### config.mk
export PLATFORM = sky130hd
export DESIGN_NAME = row_scrambler
export DESIGN_NICKNAME = d
export VERILOG_FILES = /design/src/rtl/row_scrambler_pkg.sv /design/src/rtl/rs_id_reg.sv /design/src/rtl/rs_rotator.sv /design/src/rtl/row_scrambler.sv
export SDC_FILE = /design/constraint.sdc
export NUM_CORES = 1
export LEC_CHECK = 0
export BUFFER_PORTS_ARGS = -buffer_cell sky130_fd_sc_hd__buf_2
export CORE_MARGIN = 2
export CORE_UTILIZATION = 51
export DETAILED_ROUTE_END_ITERATION = 10
export PLACE_DENSITY_LB_ADDON = 0.12
export SYNTH_ARGS = -nofsm -noshare
export SYNTH_HDL_FRONTEND = slang
export SYNTH_SLANG_ARGS = --single-unit
### constraint.sdc
create_clock -name clk -period 4.15 [get_ports clk]
set_input_delay 0.2075 -clock clk [delete_from_list [all_inputs] [get_ports clk]]
set_output_delay 0.2075 -clock clk [all_outputs]
set_load 0.05 [all_outputs]
### src/rtl/row_scrambler_pkg.sv
package row_scrambler_pkg;
    localparam int ROW_W   = 16;
    localparam int ID_W    = 4;
    localparam int CADDR_W = 8;
    localparam int CDATA_W = 8;
    localparam logic [CADDR_W-1:0] ID_REG_ADDR = 8'h3F;
    localparam int SHIFT_W = $clog2(ROW_W);

    typedef logic [ROW_W-1:0] row_t;
    typedef logic [ID_W-1:0]  dev_id_t;
endpackage

### src/rtl/rs_id_reg.sv
module rs_id_reg
    import row_scrambler_pkg::*;
(
    input  logic                clk,
    input  logic                rst_n,
    input  logic                we,
    input  logic [CADDR_W-1:0]  addr,
    input  logic [CDATA_W-1:0]  data,
    output dev_id_t             id_q
);
    typedef struct packed {
        dev_id_t id;
    } st_t;

    st_t st_d, st_q;

    always_comb begin
        st_d = st_q;
        if (we && addr == ID_REG_ADDR)
            st_d.id = data[ID_W-1:0];
    end

    always_ff @(posedge clk) begin
        if (!rst_n) st_q <= '0;
        else        st_q <= st_d;
    end

    assign id_q = st_q.id;


    id_hold_chk: assert property (@(posedge clk) disable iff (!rst_n)
        !(we && addr == ID_REG_ADDR) |=> $stable(id_q));

    id_load_chk: assert property (@(posedge clk) disable iff (!rst_n)
        (we && addr == ID_REG_ADDR) |=> id_q == $past(data[ID_W-1:0]));
endmodule

### src/rtl/rs_rotator.sv
module rs_rotator
    import row_scrambler_pkg::*;
(
    input  row_t                row_i,
    input  logic [SHIFT_W-1:0]  amt,
    output row_t                row_o
);
    localparam int STAGES = SHIFT_W;
    row_t stage [STAGES+1];

    assign stage[0] = row_i;
    for (genvar s = 0; s < STAGES; s++) begin : g_stage
        localparam int SH = 1 << s;
        assign stage[s+1] = amt[s]
            ? {stage[s][ROW_W-1-SH:0], stage[s][ROW_W-1 -: SH]}
            : stage[s];
    end
    assign row_o = stage[STAGES];
endmodule

### src/rtl/row_scrambler.sv
module row_scrambler
    import row_scrambler_pkg::*;
(
    input  logic        clk,
    input  logic        rst_n,
    input  logic        cfg_we,
    input  logic [7:0]  cfg_addr,
    input  logic [7:0]  cfg_data,
    input  logic        in_valid,
    input  logic [15:0] in_row,
    output logic        out_valid,
    output logic [15:0] out_row
);
    typedef struct packed {
        logic valid;
        row_t row;
    } st_t;

    st_t                 st_d, st_q;
    dev_id_t             id_q;
    logic [SHIFT_W-1:0]  amt;
    row_t                rot_row;

    rs_id_reg i_id (
        .clk(clk), .rst_n(rst_n), .we(cfg_we),
        .addr(cfg_addr), .data(cfg_data), .id_q(id_q)
    );

    // modulo-ROW_W rotation amount: 2*id truncated to SHIFT_W bits
    assign amt = SHIFT_W'({id_q, 1'b0});

    rs_rotator i_rot (.row_i(in_row), .amt(amt), .row_o(rot_row));

    always_comb begin
        st_d = st_q;
        st_d.valid = in_valid;
        if (in_valid) st_d.row = rot_row;
    end

    always_ff @(posedge clk) begin
        if (!rst_n) st_q <= '0;
        else        st_q <= st_d;
    end

    assign out_valid = st_q.valid;
    assign out_row   = st_q.row;


    valid_lat_chk: assert property (@(posedge clk) disable iff (!rst_n)
        out_valid == $past(in_valid));

    row_hold_chk: assert property (@(posedge clk) disable iff (!rst_n)
        !in_valid |=> $stable(out_row));

    popcnt_chk: assert property (@(posedge clk) disable iff (!rst_n)
        in_valid |=> $countones(out_row) == $countones($past(in_row)));

    id0_pass_chk: assert property (@(posedge clk) disable iff (!rst_n)
        (in_valid && id_q[2:0] == 3'd0) |=> out_row == $past(in_row));
endmodule

# Word-level counts from Yosys, hierarchy flattened
# Cells that the tools add are included.
[word_totals] out_inout_bits=17 register_bits=20 input_bits=36
[classes] n_reduce_logical=1 eq_ne=1 mux=3
[ops] operator="$mux 16" n=3
[ops] operator="$eq 8x6->1 const B" n=1
[ops] operator="$logic_and 1x1->1" n=1

# Logic depth before layout (Yosys ltp)
[depth] ltp_word=3 ltp_mapped=5

# Cells and area by module
# A second synthesis with hierarchy kept.
[unflattened] cells_unflattened=114 area_unflattened_um2=1684.1
[modules_own_cells] module="rs_rotator" cells_per_inst=40 area_per_inst_um2=830.8 instances=1
[modules_own_cells] module="row_scrambler" cells_per_inst=54 area_per_inst_um2=646.9 instances=1
[modules_own_cells] module="rs_id_reg" cells_per_inst=20 area_per_inst_um2=206.4 instances=1

# Least setup slack after synthesis
# OpenSTA, ideal clock, no wires.
[synth_timing] path_type="register to register" startpoint="register i_id.st_q (netlist bit i_id.id_q[2])" endpoint="register st_q (netlist bit out_row[1])" path_stages_with_launch=5 setup_time_ns=0.070 path_buffers=2 synth_period_minus_slack_ns=1.496 arrival_time_ns=1.426 slack_ns=2.654 path_cell_list="dfxtp_1 buf_2 buf_2 mux4_1 a21oi_1"
[synth_via] elab_chain_len=1
[synth_lines] item="start: declaration" line_no="rs_id_reg.sv:15" source="st_t st_d, st_q;"
[synth_lines] item="start signal: assignment" line_no="rs_id_reg.sv:25" source="else st_q <= st_d;"
[synth_lines] item="$mux 16" line_no="rs_rotator.sv:15" source="? {stage[s][ROW_W-1-SH:0], stage[s][ROW_W-1 -: SH]}"
[synth_lines] item="end signal: assignment" line_no="row_scrambler.sv:42" source="else st_q <= st_d;"
[synth_lines] item="end: declaration" line_no="row_scrambler.sv:19" source="st_t st_d, st_q;"
# Every way passes these cells.
# A chain may end at the register's enable or synchronous reset.

# Final worst setup path
[layout_timing] startpoint="register i_id.st_q (netlist bit i_id.id_q[1])" endpoint="register st_q (netlist bit out_row[15])"
[layout_via] elab_chain_len=2
[layout_lines] item="$mux 16 (2 in series)" line_no="rs_rotator.sv:15"
# Every way passes these cells.

==> metrics.cfg <==
[floorplan]
design.core.area_um2 = 2430
boundary_pin_count = 53
floorplan.rows = 18
die_height_um = 54.2
die-width_um = 54.2
dieArea_um2 = 2940
floorplan.initialDensity = 0.528

[global_routing]
wire_length_of_the_first_global_routing_pass_um = 4210
grt_max_degree = 34
groute.usage.overall = 0.197
antenna_violations_before_repair = 0
total_gr_overflow = 0
grt_pass1_vias = 988

[synthesis]
postSynthNetCount = 147
synth_sequential_area_ratio = 0.312
synthesis.instances = 111
synth.cell_area_um2 = 1280
synth-seq-cells = 20
synth.avg_cell_area_um2 = 11.6
synth_cell_type_count = 20
ys.warnings.count = 0

[place]
io_buffer_count = 47
placed_cells = 178
dpl_worst_slack_ns = 2.22
gp_congestion = 0.768

[clock_network]
clock_latency_ns = 0.30
clock_sink_count = 20
tritoncts_clock_tree = yes
worst_setup_hold_path_clk_slew_ns = 0.11
clk_path_buf_depth = 2
htreeDepth = 1
clock_buffer_count_from_cts = 3
post_cts_resize_count = 0
hold_buffers = 0
post-cts-setup-buffers = 0
cts_root_buffer = sky130_fd_sc_hd__clkbuf_4

[sta]
totalNegativeSetupSlack_ns = 0
setup_ws_ns = 2.16
slew_violations = 0
min_period_over_period = 0.479
period_minus_slack_ns = 1.99
setup_viol = 0
final_worst_hold_slack_ns = 0.153
timing_worst_slew_pin_value_ns = 0.878
achievable-frequency_mhz = 503
unrepaired_setup_endpoints_after_global_routing = false
clock-skew-final_ns = 0.00131
finalHoldViolations = 0
slew-limit-headroom = 0.414

[detailed_routing]
avgRoutedWirePerCell_um = 14.3
drc = 0
vias_per_cell = 5.96
first_pass_iters = 4
number_of_routed_nets_with_antenna_violations = 0
wl_um = 2610
routed-via-count = 1085
detailedRoute.firstIterationViolations = 23

[final_layout]
layout-drive-gt1-share = 0.388
layout.cells.non_filler = 182
filler_cell_count = 225
areaGrowthSynthToFinish_pct = 20.3
finalNetCount = 189
insertedDiodeCount = 0

[flow_run]
timing.max_cap.violations = 0

[power]
power_density_nw_per_um2 = 308
power_leakage_uw = 0.000600
ir_drop_uv = 241
total_power_after_layout_uw = 476

[setup_path]
startpoint_class_of_the_critical_path = flop
data_required_critical_path_ns = 4.39
cp_max_fo = 17
timing.critical_path.to_type = flop
startpoint_of_the_worst_slack_reg_to_reg_timing_path = i_id.id_q[1]$_SDFFE_PN0P_
crit_path_class = flop to flop
critPathLaunch = i_id.id_q[1]$_SDFFE_PN0P_
arrival_time_reported_for_the_critical_path_endpoint_ns = 2.23

[min_path]
min-delay-start = cfg_data[1]
holdCritPathClass = primary input to flop

[outcome]
run_status = finished, final reports clean

critical path, stage by stage, from the launching register on:
cell and delay, ns:
sky130_fd_sc_hd__dfxtp_1 0.92, sky130_fd_sc_hd__mux2i_1 0.28, sky130_fd_sc_hd__mux4_1 0.59, sky130_fd_sc_hd__a21oi_1 0.15
final timing paths:
check | endpoint | slack (ns) | cells after the start
worst max-delay path | out_row[15]$_SDFFE_PN0P_ | 2.16 | 3
worst min-delay path | i_id.id_q[1]$_SDFFE_PN0P_ | 0.15 | 3
worst max register to register | out_row[15]$_SDFFE_PN0P_ | 2.16 | 3
worst min register to register | out_row[1]$_SDFFE_PN0P_ | 0.53 | 2
state kept, by name, indices dropped and copies added (netlist names):
signal / flops
out_row: 16
out_valid: 1
i_id.id_q: 3
metal layers:
layer,vias up,global-route usage,share of wire
met5,-,0,0
met1,500,0.271,0.47
met3,4,0.0361,0.072
met4,0,0.0625,0.010
met2,49,0.313,0.45
li1,532,-,-
cells in the final DEF, fill, tap and decap left out:
master	netlist	layout
sky130_fd_sc_hd__inv_1	1	1
sky130_fd_sc_hd__bufinv_16	0	1
sky130_fd_sc_hd__mux4_1	8	8
sky130_fd_sc_hd__o21ai_0	16	16
sky130_fd_sc_hd__nand3_1	1	1
sky130_fd_sc_hd__mux2i_1	16	16
sky130_fd_sc_hd__nor4bb_1	1	1
sky130_fd_sc_hd__dfxtp_1	20	20
sky130_fd_sc_hd__and2_1	2	2
sky130_fd_sc_hd__buf_2	3	47
sky130_fd_sc_hd__nand4bb_1	1	1
sky130_fd_sc_hd__mux4_2	8	8
sky130_fd_sc_hd__nand4_1	3	3
sky130_fd_sc_hd__o31ai_1	3	3
sky130_fd_sc_hd__clkbuf_4	0	3
sky130_fd_sc_hd__nand2_1	1	1
sky130_fd_sc_hd__and3_1	1	1
sky130_fd_sc_hd__a21oi_1	19	19
Yosys cell counts:
master | n | area, µm²
sky130_fd_sc_hd__dfxtp_1 | 20 | 400
sky130_fd_sc_hd__a21oi_1 | 19 | 95.1
sky130_fd_sc_hd__mux2i_1 | 16 | 160
sky130_fd_sc_hd__o21ai_0 | 16 | 80.1
sky130_fd_sc_hd__mux4_1 | 8 | 210
sky130_fd_sc_hd__mux4_2 | 8 | 180
sky130_fd_sc_hd__clkbuf_1 | 4 | 15.0
sky130_fd_sc_hd__buf_2 | 3 | 15.0
sky130_fd_sc_hd__nand4_1 | 3 | 18.8
sky130_fd_sc_hd__o31ai_1 | 3 | 22.5
sky130_fd_sc_hd__and2_1 | 2 | 12.5
sky130_fd_sc_hd__and3_1 | 1 | 6.26
sky130_fd_sc_hd__buf_1 | 1 | 3.75
sky130_fd_sc_hd__buf_12 | 1 | 20.0
sky130_fd_sc_hd__buf_6 | 1 | 11.3
sky130_fd_sc_hd__inv_1 | 1 | 3.75
sky130_fd_sc_hd__nand2_1 | 1 | 3.75
sky130_fd_sc_hd__nand3_1 | 1 | 5.00
sky130_fd_sc_hd__nand4bb_1 | 1 | 11.3
sky130_fd_sc_hd__nor4bb_1 | 1 | 10.0
per-stage QoR:
stage | instance area (µm²) | util
3_3_place_gp | 1490 | 0.614
2_1_floorplan | 1280 | -
5_1_grt | 1550 | 0.635
4_1_cts | 1550 | 0.635
3_5_place_dp | 1490 | 0.614
6_report | 1550 | 0.635
power by group:
group / total (µW) / internal (µW) / switching (µW) / leakage [µW]
sequential: 208 / 203 / 4.55 / 0.000166
clock: 158 / 97.6 / 60.5 / 0.0000279
combinational: 110 / 37.1 / 72.7 / 0.000407
final cells by class:
type                       count  area, µm²  share of cell area
clock inverter                 1       30.0              0.0194
inverter                       1       3.75             0.00243
sequential                    20        400               0.259
tap                           30       37.5              0.0243
clock buffer                   3       22.5              0.0146
timing repair buffer          47        235               0.152
multi-input combinational     80        816               0.528
cells by family after synthesis:
group | share of synthesized area
buffers and inverters | 0.0535
AND/OR/NAND/NOR | 0.0526
AO/OA/AOI/OAI | 0.154
flip-flops | 0.312
multiplexers | 0.428
No activity file was read; power rests on OpenSTA's default activity.
